===== src/rtl/frame_dma_pkg.sv =====
package frame_dma_pkg;

  // Start count of a fetch window for a given delay step and row index.
  function automatic int unsigned fdt_win_start(
      input int unsigned base,
      input int unsigned vd_step,
      input int unsigned row_step,
      input int unsigned vd,
      input int unsigned row);
    return base + vd_step * vd + row_step * row;
  endfunction

  // Registered output bundle of the generator.
  typedef struct packed {
    logic req_n;
    logic disp;
    logic vint;
  } fdt_out_t;

  localparam fdt_out_t FDT_OUT_IDLE = '{req_n: 1'b1, disp: 1'b0, vint: 1'b0};

endpackage


===== src/rtl/fdt_frame_counter.sv =====
module fdt_frame_counter #(
  parameter int unsigned FRAME_CYCLES = 14934,
  localparam int unsigned CNT_W = $clog2(FRAME_CYCLES)
) (
  input  logic             clk,
  input  logic             rst,
  output logic [CNT_W-1:0] cnt_q,
  output logic [CNT_W-1:0] cnt_next,
  output logic             wrap
);

  localparam logic [CNT_W-1:0] LAST = CNT_W'(FRAME_CYCLES - 1);

  assign wrap     = (cnt_q == LAST);
  assign cnt_next = wrap ? '0 : cnt_q + 1'b1;

  always_ff @(posedge clk) begin
    if (rst) cnt_q <= '0;
    else     cnt_q <= cnt_next;
  end

endmodule


===== src/rtl/fdt_vdelay_latch.sv =====
module fdt_vdelay_latch #(
  parameter int unsigned VD_W = 3
) (
  input  logic            clk,
  input  logic            rst,
  input  logic            capture,
  input  logic [VD_W-1:0] vd_in,
  output logic [VD_W-1:0] vd_q
);

  // The value is taken at reset and at each frame start, and held otherwise.
  always_ff @(posedge clk) begin
    if (rst || capture) vd_q <= vd_in;
  end

endmodule


===== src/rtl/fdt_fetch_windows.sv =====
module fdt_fetch_windows
  import frame_dma_pkg::*;
#(
  parameter int unsigned ROWS       = 12,
  parameter int unsigned VD_W       = 3,
  parameter int unsigned CNT_W      = 14,
  parameter int unsigned FETCH_BASE = 3933,
  parameter int unsigned VD_STEP    = 114,
  parameter int unsigned ROW_STEP   = 912,
  parameter int unsigned FETCH_LEN  = 110
) (
  input  logic [CNT_W-1:0] cnt,
  input  logic [VD_W-1:0]  vd,
  output logic             any_hit
);

  // One comparator pair per row, plus one for the extra row used only at zero delay.
  localparam int unsigned NWIN = ROWS + 1;

  logic [NWIN-1:0] hit;
  logic [31:0]     cnt_w;
  logic            vd_zero;

  assign cnt_w   = 32'(cnt);
  assign vd_zero = (vd == '0);

  for (genvar r = 0; r < NWIN; r++) begin : g_win
    logic [31:0] w_start;
    logic [31:0] w_end;
    logic        en;

    assign w_start = 32'(fdt_win_start(FETCH_BASE, VD_STEP, ROW_STEP, 32'(vd), r));
    assign w_end   = w_start + 32'(FETCH_LEN);

    if (r < ROWS) begin : g_std
      assign en = 1'b1;
    end else begin : g_extra
      assign en = vd_zero;
    end

    assign hit[r] = en && (cnt_w >= w_start) && (cnt_w < w_end);
  end

  assign any_hit = |hit;

endmodule


===== src/rtl/frame_dma_timer.sv =====
module frame_dma_timer
  import frame_dma_pkg::*;
#(
  parameter int unsigned FRAME_CYCLES = 14934,
  parameter int unsigned MODE_SWITCH  = 3790,
  parameter int unsigned ROWS         = 12,
  parameter int unsigned VD_W         = 3,
  parameter int unsigned FETCH_BASE   = 3933,
  parameter int unsigned VD_STEP      = 114,
  parameter int unsigned ROW_STEP     = 912,
  parameter int unsigned FETCH_LEN    = 110
) (
  input  logic            clk,
  input  logic            rst,
  input  logic [VD_W-1:0] vdelay,
  output logic            busreq_n,
  output logic            disp_mode,
  output logic            vint_strobe
);

  localparam int unsigned CNT_W = $clog2(FRAME_CYCLES);
  localparam logic [CNT_W-1:0] MODE_AT = CNT_W'(MODE_SWITCH);

  logic [CNT_W-1:0] cnt_q;
  logic [CNT_W-1:0] cnt_next;
  logic             wrap;
  logic [VD_W-1:0]  vd_q;
  logic             win_hit;
  fdt_out_t         out_d;
  fdt_out_t         out_q;

  fdt_frame_counter #(
    .FRAME_CYCLES (FRAME_CYCLES)
  ) u_cnt (
    .clk      (clk),
    .rst      (rst),
    .cnt_q    (cnt_q),
    .cnt_next (cnt_next),
    .wrap     (wrap)
  );

  fdt_vdelay_latch #(
    .VD_W (VD_W)
  ) u_vd (
    .clk     (clk),
    .rst     (rst),
    .capture (wrap),
    .vd_in   (vdelay),
    .vd_q    (vd_q)
  );

  fdt_fetch_windows #(
    .ROWS       (ROWS),
    .VD_W       (VD_W),
    .CNT_W      (CNT_W),
    .FETCH_BASE (FETCH_BASE),
    .VD_STEP    (VD_STEP),
    .ROW_STEP   (ROW_STEP),
    .FETCH_LEN  (FETCH_LEN)
  ) u_win (
    .cnt     (cnt_next),
    .vd      (vd_q),
    .any_hit (win_hit)
  );

  // Decode the count of the coming cycle, so each registered output matches its count.
  always_comb begin
    out_d.req_n = ~win_hit;
    out_d.disp  = (cnt_next >= MODE_AT);
    out_d.vint  = wrap;
  end

  always_ff @(posedge clk) begin
    if (rst) out_q <= FDT_OUT_IDLE;
    else     out_q <= out_d;
  end

  assign busreq_n    = out_q.req_n;
  assign disp_mode   = out_q.disp;
  assign vint_strobe = out_q.vint;

endmodule


===== config.mk =====
export PLATFORM = sky130hd
export DESIGN_NAME = frame_dma_timer
export DESIGN_NICKNAME = d
export VERILOG_FILES = /design/src/rtl/frame_dma_pkg.sv /design/src/rtl/fdt_frame_counter.sv /design/src/rtl/fdt_vdelay_latch.sv /design/src/rtl/fdt_fetch_windows.sv /design/src/rtl/frame_dma_timer.sv
export SDC_FILE = /design/constraint.sdc
export NUM_CORES = 1
export LEC_CHECK = 0
export ABC_AREA = 1
export BUFFER_PORTS_ARGS = -buffer_cell sky130_fd_sc_hd__buf_2
export CORE_MARGIN = 5
export CORE_UTILIZATION = 50
export DETAILED_ROUTE_END_ITERATION = 10
export GPL_ROUTABILITY_DRIVEN = 0
export PLACE_DENSITY_LB_ADDON = 0.12
export SLEW_MARGIN = 10
export SYNTH_ARGS = -nofsm -noshare
export SYNTH_HDL_FRONTEND = slang
export SYNTH_SLANG_ARGS = --single-unit

===== constraint.sdc =====
create_clock -name clk -period 6.9 [get_ports clk]
set_input_delay 1.38 -clock clk [delete_from_list [all_inputs] [get_ports clk]]
set_output_delay 1.38 -clock clk [all_outputs]
set_load 0.01 [all_outputs]

; ---- Yosys cells after proc, flatten, opt, wreduce, memory -nomap -nowiden
; Index checks and enable logic that the tools add are counted.
[op_classes]
add_sub_neg = 27
n_mul = 1
n_lt_le_gt_ge = 27
eq_ne = 1
n_mux = 1
n_bitwise = 1
reduce_logical = 17
[ops]
columns = cell, count
row1 = $lt A14 B32 Y1, 13
row2 = $add A32 B7 Y32 const B, 12
row3 = $ge A14 B32 Y1, 12
row4 = $add A32 B13 Y32 const B, 4
row5 = $add A32 B14 Y32 const B, 4
row6 = $add A32 B12 Y32 const B, 2
row7 = $add A32 B11 Y32 const B, 1
row8 = $add A13 B10 Y14 const B, 1
row9 = $add A13 B7 Y14 const B, 1
row10 = $add A14 B1 Y14 const B, 1
row11 = $eq A14 B14 Y1 const B, 1
row12 = $ge A14 B12 Y1 const B, 1
row13 = $ge A14 B13 Y1, 1
row14 = $logic_and A1 B1 Y1, 14
row15 = $mux W14, 1
row16 = $add A12 B10 Y13 const A, 1
row17 = $reduce_or A13 Y1, 1
row18 = $mul A6 B3 Y9 const A, 1
row19 = $logic_not A3 Y1, 1
row20 = $logic_or A1 B1 Y1, 1
row21 = $not A1 Y1, 1
[totals]
reg_bits = 20
in_bits = 5
output_inout_bits = 3

; ---- Longest topological paths before layout
[depth]
ltp_word = 8
depth_mapped = 31
depth_no_buf = 31

; ---- Hierarchy
; Synthesis repeated with hierarchy kept, for this count alone.
[unflattened]
hier_cells = 1445
area_unflattened_um2 = 9547.9
[by_module_without_submodules]
columns = mod, n_inst, cells_each, area_per_inst_um2
row1 = fdt_fetch_windows, 1, 1289, 8435.6
row2 = fdt_frame_counter, 1, 126, 863.3
row3 = frame_dma_timer, 1, 24, 147.6
row4 = fdt_vdelay_latch, 1, 6, 101.3

; ---- Worst setup path before layout
; Ideal clock, no wire load.
[synth_timing]
path_kind = reg2reg
startpoint = reg u_vd.vd_q[1]
endpoint = reg out_q, in the netlist busreq_n
arrival_ps = 4905
slack_ps = 1883
path_stages_with_launch = 29
n_path_buf = 1
synth_period_minus_slack_ps = 5017
path_cell_list = edfxtp_1 > inv_1 > fa_1 > inv_1 > ha_1 > inv_1 > ha_1 > clkbuf_1 > inv_1 > ha_1 > inv_1 > nor2_1 > xor2_2 > inv_1 > nor3_1 > nand2_1 > nor2_1 > xor2_1 > ha_1 > a21oi_1 > o31ai_1 > a221oi_1 > nand3_1 > nand2_1 > inv_1 > nand2_1 > nor2_1 > nand2_1 > nand2_1
[synth_via]
elab_chain_len = 8
elab_cells_between_ends = 70
classes_between = add/sub (26) / mul (1) / order compare (26) / bitwise (1) / reduce/logical (16)
[synth_lines]
columns = element, line_no
row1 = start: declaration, fdt_vdelay_latch.sv:8  ; output logic [VD_W-1:0] vd_q
row2 = start signal: assignment, fdt_vdelay_latch.sv:13  ; if (rst || capture) vd_q <= vd_in;
row3 = $mul A6 B3 Y9, frame_dma_pkg.sv:10  ; return base + vd_step * vd + row_step * row;
row4 = $add A12 B10 Y13, frame_dma_pkg.sv:10
row5 = $add A32 B11 Y32 (tied with other cells), frame_dma_pkg.sv:10
row6 = $add A32 B7 Y32 or $ge A14 B32 Y1 (tied branches), "fdt_fetch_windows.sv:33, fdt_fetch_windows.sv:41"
row7 = $lt A14 B32 Y1 or $logic_and A1 B1 Y1 (tied branches), fdt_fetch_windows.sv:41  ; assign hit[r] = en && (cnt_w >= w_start) && (cnt_w < w_end);
row8 = $logic_and A1 B1 Y1, fdt_fetch_windows.sv:41
row9 = $reduce_or A13 Y1 *, fdt_fetch_windows.sv:44  ; assign any_hit = |hit;
row10 = $not A1 Y1 *, frame_dma_timer.sv:68  ; out_d.req_n = ~win_hit;
row11 = end signal: assignment, frame_dma_timer.sv:75  ; else out_q <= out_d;
row12 = end: declaration, frame_dma_timer.sv:30  ; fdt_out_t out_q;
; Every way passes the cells marked *; elsewhere a longest branch is shown, timed or not.
; A chain may end at the register's enable or synchronous reset.

; ---- Final worst setup path
; Ends and elaborated chain as after synthesis.

==> metrics.md <==
| Metric | Value |
|---|---|
| Outcome | `finished clean` |
| Die Area | `~21,000 sq um` |
| Max-slew violation count | `0` |
| Wire per inst | `between 15 and 20 um` |
| First-pass GRT wire length | `45,400 um` |
| Pwr Density | `~180 nW/um^2` |
| CTS tree | `yes` |
| Post-synth top flop | `dfxtp_1` |
| Avg Inst Size Synth | `around 6.6 sq um` |
| Initial Utilization | `between 50% and 60%` |
| Total grt overflow | `0` |
| Number of buffers added on ports | `7` |
| Achievable frequency | `roughly 0.16 GHz` |
| Reg2Reg Depth | `26` |
| Arrival time at the worst endpoint | `6.23 ns` |
| Routed vias | `9,256` |
| FF/Latch Area | `about 430 sq um` |
| Setup TNS | `0 ns` |
| Hold path depth | `1` |
| Die X-Extent | `around 150 um` |
| Root Driver | `clkbuf_16` |
| CTS HTree Levels | `1` |
| CTS Buffer Depth | `2` |
| First-pass iteration count of the detailed router | `7` |
| Die Span Y | `~150 um` |
| Initial antenna violation count | `1` |
| Hold-fix buffers, CTS | `0` |
| Nets | `1,652` |
| P&R area growth vs syn | `4.59%` |
| Worst R2R Setup Slack | `between 0.8 and 0.9 ns` |
| RSZ-0062 raised after global routing | `false` |
| Setup bufs post-CTS | `0` |
| Residual DRC | `0` |
| FFs w/ async S/R, synth | `0%` |
| Most frequent cells after synthesis | `nand2_1, ha_1, inv_1` |
| Critical Path RT | `~7 ns` |
| Synth Warn # | `0` |
| Total Wirelength | `28,900 um` |
| Fillers | `between 1,500 and 2,000` |
| Post-synth EDFFs | `3` |
| Resize count post-CTS | `0` |
| Largest net degree at the start of global routing | `28` |
| Area contributors post-synth | `ha_1, nand2_1, inv_1` |
| Tcrit/Tclk final | `roughly nine tenths` |
| Final setup vio count | `0` |
| Vias in the first global route | `~8,500` |
| Reg2reg end | `busreq_n$_SDFF_PP1_` |
| Min Tclk post-route | `around 6.1 ns` |
| Hold Path Sink | `u_cnt.cnt_q[0]$_SDFF_PP0_` |
| TritonCTS buffer count | `3` |
| Synth Instances | `~1,400` |
| Final hold vios | `0` |
| Multi-input gate area | `7970 sq um` |
| Synth Register Bits | `20` |
| Worst slew pin tran | `around 0.89 ns` |
| Post-synth cell types | `49` |
| Core box area | `~18,000 sq um` |
| GRT Total Usage | `approximately a quarter` |
| Hold Crit Class | `register to register` |
| CP Capture Type | `register` |
| Final Util | `53.2%` |
| Setup Skew | `~0.0011 ns` |
| Yosys top cell area share | `about a third` |
| Vias/cell | `between 5 and 6` |
| I/O pin total | `8` |
| Initial DRC Count | `around 700` |
| Static leakage | `between 5 and 6 nW` |
| Share of cells above drive strength 1 | `4.94%` |
| Critical path type | `register to register` |
| Mapped Area | `around 9200 sq um` |
| Slew headroom | `40.6%` |
| Worst vdd ir | `0.138 mV` |
| Count leader, synth | `nand2_1` |
| Yosys top cell by area | `ha_1` |
| Max Cap Violations | `0` |
| Min-delay src | `u_cnt.cnt_q[0]$_SDFF_PP0_` |
| FF-to-FF Start | `u_vd.vd_q[1]$_DFFE_PP_` |
| Maximum fanout along the worst path | `15` |
| Startpoint type of the worst setup path | `register` |
| Hold_ws | `about 0.48 ns` |
| Post-detail-place hpwl | `around 23,000 um` |
| CTS clk-pin slew, worst paths | `about 0.06 ns` |
| Syn Nets | `around 1,600` |
| CTS sink count | `20` |
| Worst skew pair latency | `around 0.25 ns` |
| Register area share after synthesis | `under 10%` |
| N_diodes | `0` |
| Post-route ant nets | `0` |
| Row count | `49` |
==> cells by family after synthesis <==
| group | share of synthesized area [%] |
|---|---|
| simple gates | 29.6 |
| fa+ha+maj | 34.0 |
| compound gates | 14.0 |
| buf+inv | 8.40 |
| xor+xnor | 9.29 |
| flops | 4.70 |
==> how the worst max path moves through the flow <==
stage	start	end	slack, ns	cells after the start
floorplan	u_vd.vd_q[1]$_DFFE_PP_	busreq_n$_SDFF_PP1_	1.88	28
global placement	u_vd.vd_q[1]$_DFFE_PP_	busreq_n$_SDFF_PP1_	0.99	26
finish	u_vd.vd_q[1]$_DFFE_PP_	busreq_n$_SDFF_PP1_	0.82	26
detailed placement	u_vd.vd_q[1]$_DFFE_PP_	busreq_n$_SDFF_PP1_	0.94	26
CTS	u_vd.vd_q[1]$_DFFE_PP_	busreq_n$_SDFF_PP1_	0.91	26
global route	u_vd.vd_q[1]$_DFFE_PP_	busreq_n$_SDFF_PP1_	0.22	26
==> critical path: stages, from the launching register on <==
cell,delay (ns)
edfxtp_1,0.56
inv_1,0.26
fa_1,0.55
inv_1,0.07
ha_1,0.36
inv_1,0.09
ha_1,0.68
inv_1,0.31
ha_1,0.27
inv_1,0.06
o21ai_0,0.14
inv_1,0.13
xor2_1,0.23
inv_1,0.10
nor2_1,0.11
nand2_1,0.10
nor3_1,0.22
xor2_1,0.18
ha_1,0.26
a21oi_1,0.15
o21ai_0,0.10
a221oi_1,0.24
nand3_1,0.31
nand4_1,0.26
nor2_1,0.07
nand2_1,0.07
nand2_1,0.04
==> registers in the layout (all words and copies together) (netlist names) <==
register and flops:
busreq_n 1, disp_mode 1, u_cnt.cnt_q 14, u_vd.vd_q 3, vint_strobe 1
==> layout by cell type, fill, tap and decap left out, drive strengths merged, types with 25 or more instances in the layout <==
cell,synthesis,layout
nor3,35,35
o21ai,42,42
xor2,67,67
a21oi,107,107
nor2,140,140
nand2,321,321
nand4,36,36
xnor2,25,25
nand3,67,67
ha,246,246
inv,176,176
==> layer usage <==
metal | vias to the layer above | routed length (um) | part of all wire [%] | track usage (%)
li1 | 4729 | - | - | -
met1 | 4162 | 13400 | 46 | 37.0
met2 | 312 | 12600 | 44 | 42.5
met3 | 51 | 1990 | 6.9 | 2.21
met4 | 2 | 894 | 3.1 | 7.70
met5 | - | 13 | 0.045 | 0
==> layout make-up <==
class                           count  share of cell area, %
Multi-Input combinational cell   1178                   83.1
Inverter                          176                   6.90
Sequential cell                    20                   4.49
Tap cell                          229                   2.99
Timing Repair Buffer               20                   1.38
Clock buffer                        3                  0.784
Clock inverter                      1                  0.313
==> through the flow <==
stage	instance area [sq um]	power (W)	setup slack [ns]	std cells
5_1_grt	9580	0.00194	0.219	1627
4_1_cts	9580	0.00172	0.908	1627
6_report	9580	0.00174	0.825	1627
2_1_floorplan	9160	0.00124	1.88	1390
3_3_place_gp	9480	0.00153	0.994	1623
3_5_place_dp	9480	0.00155	0.943	1623
==> power breakdown <==
part           internal, W  switching [W]  leakage [nW]
clock             0.000115      0.0000457        0.0511
sequential        0.000121     0.00000345         0.167
combinational     0.000483       0.000969          5.27
(Power assumes the default switching activity.)
